$ cat src/rtl/ask_pkg.sv
`timescale 1ns/1ps
package ask_pkg;
    // Number of synchronizer flops ahead of the edge detector.
    localparam int SYNC_STAGES = 2;

    // Progress toward carrier lock.
    typedef enum logic [1:0] {
        HIT_NONE = 2'd0,
        HIT_ONE  = 2'd1,
        HIT_LOCK = 2'd2
    } hit_e;
endpackage

$ cat src/rtl/ask_tx_div.sv
`timescale 1ns/1ps
module ask_tx_div #(
    parameter int MD_W = 8
) (
    input  logic            clk,
    input  logic            rst_n,
    input  logic [MD_W-1:0] md_i,
    input  logic            txd_i,
    output logic            carrier_o
);
    localparam int DIV_W = MD_W + 2;

    typedef struct packed {
        logic             run;
        logic [DIV_W-1:0] cnt;
        logic             car;
    } tx_st_t;

    tx_st_t st_d, st_q;
    logic [DIV_W-1:0] n_div, lim, hi2;

    always_comb begin
        // reference divisor MD+2; in ticks the period is twice that
        n_div = DIV_W'(md_i) + DIV_W'(2);
        lim   = n_div << 1;
        hi2   = ((n_div + DIV_W'(1)) >> 1) << 1;
        st_d  = st_q;
        if (txd_i) begin
            st_d.run = 1'b0;
            st_d.cnt = '0;
        end else if (!st_q.run) begin
            st_d.run = 1'b1;
            st_d.cnt = '0;
        end else if (st_q.cnt >= lim - DIV_W'(1)) begin
            st_d.cnt = '0;
        end else begin
            st_d.cnt = st_q.cnt + DIV_W'(1);
        end
        st_d.car = !txd_i && (st_d.cnt < hi2);
    end

    always_ff @(posedge clk or negedge rst_n) begin
        if (!rst_n) st_q <= '0;
        else        st_q <= st_d;
    end

    assign carrier_o = st_q.car;

    p_idle_dark_r2: assert property (@(posedge clk) disable iff (!rst_n)
        txd_i |=> !carrier_o);
    p_start_high_r3: assert property (@(posedge clk) disable iff (!rst_n)
        (!txd_i && !st_q.run) |=> (carrier_o && st_q.cnt == '0));
    p_wrap_r3: assert property (@(posedge clk) disable iff (!rst_n)
        (st_q.run && !txd_i && st_q.cnt >= lim - DIV_W'(1)) |=> (st_q.cnt == '0));
endmodule

$ cat src/rtl/ask_rx_sync.sv
`timescale 1ns/1ps
module ask_rx_sync
    import ask_pkg::*;
(
    input  logic clk,
    input  logic rst_n,
    input  logic raw_i,
    output logic rise_o
);
    typedef struct packed {
        logic [SYNC_STAGES:0] sh;
    } sy_st_t;

    sy_st_t st_d, st_q;

    always_comb begin
        st_d.sh = {st_q.sh[SYNC_STAGES-1:0], raw_i};
    end

    always_ff @(posedge clk or negedge rst_n) begin
        if (!rst_n) st_q <= '0;
        else        st_q <= st_d;
    end

    // last synchronized sample high, the one before it low
    assign rise_o = st_q.sh[SYNC_STAGES-1] && !st_q.sh[SYNC_STAGES];

    p_rise_single_r5: assert property (@(posedge clk) disable iff (!rst_n)
        rise_o |=> !rise_o);
endmodule

$ cat src/rtl/ask_rx_window.sv
`timescale 1ns/1ps
module ask_rx_window
    import ask_pkg::*;
#(
    parameter int MD_W   = 8,
    parameter int RATS_W = 3
) (
    input  logic              clk,
    input  logic              rst_n,
    input  logic [MD_W-1:0]   md_i,
    input  logic [RATS_W-1:0] rats_i,
    input  logic              rise_i,
    output logic              ok_o
);
    localparam int PER_MAX = 2 * ((1 << MD_W) - 1) + 3 + 6 * (1 << RATS_W);
    localparam int PER_W   = $clog2(PER_MAX + 2);

    typedef struct packed {
        logic             armed;
        logic [PER_W-1:0] per;
        hit_e             hit;
    } rx_st_t;

    rx_st_t st_d, st_q;
    logic [PER_W-1:0] mdx, rx, tmin, tmax, meas;
    logic             in_win;

    always_comb begin
        mdx    = PER_W'(md_i);
        rx     = PER_W'(rats_i);
        tmin   = (mdx << 1) + PER_W'(3) + rx;
        tmax   = (mdx << 1) + PER_W'(3) + PER_W'(6) * (rx + PER_W'(1));
        meas   = st_q.per + PER_W'(1);
        in_win = (meas >= tmin) && (meas <= tmax);
        st_d   = st_q;
        if (rise_i) begin
            st_d.per = '0;
            if (!st_q.armed) begin
                st_d.armed = 1'b1;
            end else if (in_win) begin
                st_d.hit = (st_q.hit == HIT_NONE) ? HIT_ONE : HIT_LOCK;
            end else begin
                st_d.hit = HIT_NONE;
            end
        end else if (st_q.armed && st_q.per >= tmax) begin
            st_d.armed = 1'b0;
            st_d.per   = '0;
            st_d.hit   = HIT_NONE;
        end else if (st_q.armed) begin
            st_d.per = meas;
        end
    end

    always_ff @(posedge clk or negedge rst_n) begin
        if (!rst_n) begin
            st_q.armed <= 1'b0;
            st_q.per   <= '0;
            st_q.hit   <= HIT_NONE;
        end else begin
            st_q <= st_d;
        end
    end

    assign ok_o = (st_q.hit == HIT_LOCK);

    p_lock_armed_r7: assert property (@(posedge clk) disable iff (!rst_n)
        ok_o |-> st_q.armed);
    p_lock_on_edge_r7: assert property (@(posedge clk) disable iff (!rst_n)
        $rose(ok_o) |-> $past(rise_i));
    p_first_edge_r7: assert property (@(posedge clk) disable iff (!rst_n)
        (rise_i && !st_q.armed) |=> !ok_o);
    p_out_clears_r8: assert property (@(posedge clk) disable iff (!rst_n)
        (rise_i && st_q.armed && !in_win) |=> !ok_o);
    p_timeout_r9: assert property (@(posedge clk) disable iff (!rst_n)
        (st_q.armed && !rise_i && st_q.per >= tmax) |=> (!st_q.armed && !ok_o));
endmodule

$ cat src/rtl/ask_carrier_unit.sv
`timescale 1ns/1ps
module ask_carrier_unit #(
    parameter int MD_W   = 8,
    parameter int RATS_W = 3
) (
    input  logic              clk,
    input  logic              rst_n,
    input  logic [MD_W-1:0]   md_i,
    input  logic [RATS_W-1:0] rats_i,
    input  logic              txd_i,
    input  logic              rx_edge_i,
    output logic              carrier_o,
    output logic              carrier_ok_o
);
    logic rise;

    ask_tx_div #(.MD_W(MD_W)) u_tx (
        .clk       (clk),
        .rst_n     (rst_n),
        .md_i      (md_i),
        .txd_i     (txd_i),
        .carrier_o (carrier_o)
    );

    ask_rx_sync u_sync (
        .clk    (clk),
        .rst_n  (rst_n),
        .raw_i  (rx_edge_i),
        .rise_o (rise)
    );

    ask_rx_window #(.MD_W(MD_W), .RATS_W(RATS_W)) u_win (
        .clk    (clk),
        .rst_n  (rst_n),
        .md_i   (md_i),
        .rats_i (rats_i),
        .rise_i (rise),
        .ok_o   (carrier_ok_o)
    );

    p_reset_quiet_r1: assert property (@(posedge clk)
        !rst_n |=> (!carrier_o && !carrier_ok_o));
endmodule

$ cat config.mk
export PLATFORM = sky130hd
export DESIGN_NAME = ask_carrier_unit
export DESIGN_NICKNAME = d
export VERILOG_FILES = /design/src/rtl/ask_pkg.sv /design/src/rtl/ask_tx_div.sv /design/src/rtl/ask_rx_sync.sv /design/src/rtl/ask_rx_window.sv /design/src/rtl/ask_carrier_unit.sv
export SDC_FILE = /design/constraint.sdc
export NUM_CORES = 1
export LEC_CHECK = 0
export BUFFER_PORTS_ARGS = -buffer_cell sky130_fd_sc_hd__buf_2
export CORE_MARGIN = 2
export CORE_UTILIZATION = 60
export DETAILED_ROUTE_END_ITERATION = 16
export HOLD_SLACK_MARGIN = 0.12
export PLACE_DENSITY = 0.78
export SYNTH_ARGS = -nofsm -noshare
export SYNTH_HDL_FRONTEND = slang
export SYNTH_SLANG_ARGS = --single-unit
export TNS_END_PERCENT = 10
$ cat constraint.sdc
create_clock -name clk -period 7.2 [get_ports clk]
set_input_delay 0.72 -clock clk [delete_from_list [all_inputs] [get_ports clk]]
set_output_delay 0.72 -clock clk [all_outputs]
set_load 0.01 [all_outputs]
Yosys cells after proc, flatten, opt, wreduce, memory -nomap -nowiden
Cells that the tools add are included.
W data, S select, Z words.
- input bits: 15
- bits in registers: 28
- word-level logic and storage cells: 45
- output and inout port bits: 2
- multipliers: 1
- $add $sub $neg: 9
- eq/ne operators: 2
- $lt $le $gt $ge: 5
- mux-type cells: 11
- reductions and logical operators: 10
- operators by type and width (operator ; number):
    $mux W10 ; 4
    $add A10 B1 Y10 const B ; 3
    $ge A10 B10 Y1 ; 3
    $mux W13 ; 1
    $mux W11 ; 1
    $add A10 B10 Y10 ; 1
    $add A10 B3 Y10 ; 1
    $add A9 B2 Y10 const B ; 1
    $le A10 B10 Y1 ; 1
    $lt A10 B10 Y1 ; 1
    $mul A2 B10 Y9 const A ; 1
    $sub A10 B1 Y10 const B ; 1
    $add A8 B2 Y9 const B ; 1
    $mux W2 ; 4
    $add A3 B1 Y4 const B ; 1
    $logic_and A1 B1 Y1 ; 4
    $reduce_bool A3 Y1 ; 1
    $eq A2 B2 Y1 const B ; 1
    $logic_not A1 Y1 ; 2
    $logic_not A2 Y1 ; 1
    $ne A2 B1 Y1 const B ; 1
    $reduce_and A2 Y1 ; 1
    $reduce_bool A2 Y1 ; 1
    $mux W1 ; 1

Logic depth before layout (Yosys ltp)
- word-level depth: 8
- depth in mapped cells: 20
- gate-level depth less buffers: 18

Cells and area by module
From an unflattened synthesis, not the netlist that was laid out.
- cell total of the unflattened synthesis: 433
- area total of the unflattened synthesis: 3748.6 µm²
- modules (own cells, without submodules) (module ; seq. area each (µm²) ; area each (µm²) ; cells each ; instances):
    ask_rx_window ; 325.3 ; 2297.2 ; 272 ; 1
    ask_tx_div ; 300.3 ; 1362.6 ; 157 ; 1
    ask_rx_sync ; 75.1 ; 88.8 ; 4 ; 1

Least setup slack after synthesis
OpenSTA, ideal clock, no wires.
- kind: input-to-reg
- start: input port rats_i[0]
- end: register u_win.st_q[2] (netlist bit)
- stages: 17
- setup slack: 3.032 ns
- data arrival time: 4.101 ns
- path buffers: 0
- data required time: 7.133 ns
- library setup time: 0.067 ns
- cells stage by stage: inv_1 > ha_1 > inv_1 > ha_1 > a21o_1 > xor2_1 > ha_1 > nor2b_1 > nor4_1 > nor4_2 > xnor2_1 > ha_1 > nand4_1 > nor2_1 > a211o_1 > nor3_1 > mux2_2
- longest elaborated chain between the ends: 7
- elaborated cells between the ends (all ways): 8
- those cells by class: add/sub (2); mul (1); order compare (1); mux (2); reduce/logical (2)
- RTL lines (item ; line ; text):
    from (decl) ; ask_carrier_unit.sv:9 ; input logic [RATS_W-1:0] rats_i,
    $add A3 B1 Y4 (*) ; ask_rx_window.sv:32 ; tmax = (mdx << 1) + PER_W'(3) + PER_W'(6) * (rx + PER_W'(1));
    $mul A2 B10 Y9 (*) ; ask_rx_window.sv:32 ;
    $add A10 B10 Y10 (*) ; ask_rx_window.sv:32 ;
    $ge A10 B10 Y1 (*) ; ask_rx_window.sv:45 ; end else if (st_q.armed && st_q.per >= tmax) begin
    $logic_and A1 B1 Y1 (*) ; ask_rx_window.sv:45 ;
    $mux W10 ; ask_rx_window.sv:45 ;
    $mux W13 ; ask_rx_window.sv:36 ; if (rise_i) begin
    to (signal assigned) ; ask_rx_window.sv:60 ; st_q <= st_d;
    to (decl) ; ask_rx_window.sv:24 ; rx_st_t st_d, st_q;
Mark *: on every way between the ends. The rest lies on a longest branch, timed or not.
A chain may end at the register's enable or synchronous reset.

Worst setup path after layout
Same ends and word-level chain as after synthesis.

==> metrics.md <==
| Metric | Value |
|---|---|
| Status | `finished clean` |
| Clock power frac | `0.159` |
| CP max-delay cell | `nor3_1` |
| Syn Inst Count | `372` |
| First drt pass iteration count | `4` |
| Clk_lat worst skew | `260 ps` |
| Global-route wire length before repair | `11,200 µm` |
| Initial antenna violation count | `0` |
| Die height | `77.9 µm` |
| Site Rows | `26` |
| Mapped Area | `3280 µm²` |
| Via count | `2,667` |
| Core Box Area | `5200 µm²` |
| Crit path launch type | `input port` |
| Pin count of the biggest net entering global routing | `29` |
| Ports | `17` |
| Final min period | `4660 ps` |
| Count leader, synth | `ha_1` |
| Global route overflow | `0` |
| Most Frequent Cell on Critical Path | `ha_1` |
| Initial core utilization | `0.630` |
| Post_cts resized | `0` |
| Maxcap violations | `0` |
| Final nets | `468` |
| Yosys top cell by area | `ha_1` |
| Die Wd | `77.9 µm` |
| Total power | `587 µW` |
| Power per cell area | `170 nW/µm²` |
| Final Slew Violations | `0` |
| Top cell type's share of synthesized area | `0.248` |
| Main flop type after synthesis | `dfrtp_1` |
| Sw frac | `0.406` |
| Critical path class | `in -> reg` |
| Clk sinks | `28` |
| Final Hold Vio Count | `0` |
| Worst EP arrival | `4870 ps` |
| Psw | `238 µW` |
| PortBufs | `16` |
| Sequential area share after synthesis | `0.214` |
| Diode count | `0` |
| Worst-Margin Slew | `796 ps` |
| Worst vdd ir | `0.0000972 V` |
| Class of the worst hold path | `reg -> reg` |
| 1st-iter DRT viols | `187` |
| Routability congestion estimate | `0.887` |
| Comb pwr share | `0.502` |
| CTS root buf | `clkbuf_8` |
| Final period util | `0.647` |
| Via density per instance | `5.87` |
| Routed len/inst | `14.3 µm` |
| Rel. slew slack | `0.469` |
| Int Pwr | `349 µW` |
| Sequential fraction of design power | `0.338` |
| Mapped Nets | `455` |
| All-layer global routing usage | `0.225` |
| FFs w/ async S/R, synth | `1.00` |
| Post-CTS Setup Bufs | `0` |
| CTS tree | `yes` |
| Total negative setup slack | `0 ps` |
| FF+latch area | `701 µm²` |
| Total wire length | `6510 µm` |
| Num CTS Buffers | `3` |
| F_max | `215 MHz` |
| Leakage power | `1.70 nW` |
| Layout cells sized above 1 | `0.0703` |
| Multi-input gate area | `2470 µm²` |
| Critical-path cell list | `buf_2, inv_1, ha_1, inv_1, ha_1, a21o_1, a21oi_1, xnor2_1, ha_1, nand2_1, o21ai_0, xor2_1, ha_1, nand4_1, nor2_1, a211o_1, nor3_1, mux2_2` |
| DP HPWL | `5520 µm` |
| Worst clock skew | `2.25 ps` |
| Post-synth EDFFs | `0` |
| Top cells by count, synth | `ha_1 (65), xnor2_1 (30), dfrtp_1 (28), nor2_1 (28)` |
| WP data required | `7410 ps` |
| WHS | `359 ps` |
| RSZ-0062 raised after global routing | `no` |
| Syn avg cell area | `8.81 µm²` |
| Final Core Density | `0.664` |
| Number of fill cells in the layout | `442` |
| Setup violators final | `0` |
| Crit-path max FO | `7` |
| Htree depth | `1` |
| # hold bufs at CTS | `0` |
| Clock buffer depth | `2` |
| Ranking of synthesized cells by area | `ha_1 (25%), dfrtp_1 (21%), xnor2_1 (8.0%)` |
| Library cells used by synthesis | `46` |
| Clock-pin transition on the worst setup and hold timing paths | `90 ps` |
| Yosys warnings | `0` |
| Post-route DRC | `0` |
| Die area | `6070 µm²` |
| Number of global-route vias before repair | `2,459` |
| Area growth, synth to finish | `5.54%` |
| Seq cells post-synth | `28` |
| Element type at the critical path end | `register` |
| Slowest stage delay, CP | `590 ps` |
| Routed Antenna Nets | `0` |
## critical path: cells and delay by family
family          cells  cell delay (ps)
mux                 1              270
xor+xnor            2              420
simple gates        4              840
compound gates      4             1060
fa+ha+maj           4             1260
buf+inv             3              300
## layer usage
metal	vias to the layer above	routed length, µm	GRT usage
met2	54	2940	0.362
met4	0	31	0.0456
li1	1354	-	-
met3	2	280	0.0163
met1	1257	3260	0.332
met5	-	0	0
## power by group through the flow
| stage | Sequential, mW | Combinational, mW | Clock (mW) |
|---|---|---|---|
| floorplan | 0.195 | 0.225 | 0 |
| global placement | 0.200 | 0.280 | 0 |
| detailed placement | 0.201 | 0.293 | 0 |
| CTS | 0.198 | 0.295 | 0.0968 |
| global route | 0.202 | 0.340 | 0.103 |
| finish | 0.199 | 0.295 | 0.0935 |
## placed cells by master (no fill, tap or decap), types with 5 or more instances in the layout
master / count
a21oi_1: 26
xor2_1: 26
o21ai_0: 16
nand2_1: 25
and3_1: 9
buf_2: 16
inv_1: 16
xnor2_1: 30
a21o_1: 7
dfrtp_1: 28
nor3_1: 5
nor2b_1: 6
nand3_1: 20
ha_1: 65
nor2_1: 28
nand4_1: 8
a22o_1: 6
## path summary, 6_finish.rpt
path,cells after the start,slack (ps),from,to
worst max-delay path,18,2540,rats_i[0],u_win.st_q[2]
worst min-delay path,0,360,u_sync.st_q[0],u_sync.st_q[1]
worst max register to register,12,4060,u_tx.st_q[4],u_tx.carrier_o
worst min register to register,0,360,u_sync.st_q[0],u_sync.st_q[1]
max in group asynchronous,1,6360,rst_n,u_tx.st_q[7]
min in group asynchronous,1,450,rst_n,u_win.st_q[4]
## cell families after synthesis
family | count (synthesis) | share of synthesized area
buffers and inverters | 24 | 0.0309
adders and majority gates | 68 | 0.267
other | 1 | 0.00114
AOI/OAI and AO/OA | 72 | 0.139
muxes | 2 | 0.00649
xor gates and xnor gates | 57 | 0.155
DFF | 28 | 0.214
and+or+nand+nor | 120 | 0.187
## area by class of cell
| cell class | instances | area share |
|---|---|---|
| Tap cell | 70 | 0.0253 |
| Clock buffer | 4 | 0.0159 |
| Inverter | 16 | 0.0174 |
| Multi-Input combinational cell | 320 | 0.716 |
| Sequential cell | 28 | 0.203 |
| Timing Repair Buffer | 16 | 0.0232 |
## state kept, by name, indices dropped and copies added (netlist names)
register	cells
u_tx.carrier_o	1
u_sync.st_q	3
u_win.st_q	13
u_tx.st_q	11
## per-stage QoR
stage / setup WS, ps / cells / cell area [µm²]
after floorplan: 3030 / 372 / 3280
after CTS: 2570 / 454 / 3460
after global routing: 2300 / 454 / 3460
after detailed placement: 2310 / 450 / 3400
final: 2540 / 454 / 3460
after global placement: 2390 / 450 / 3400
No activity file was read; power rests on OpenSTA's default activity.
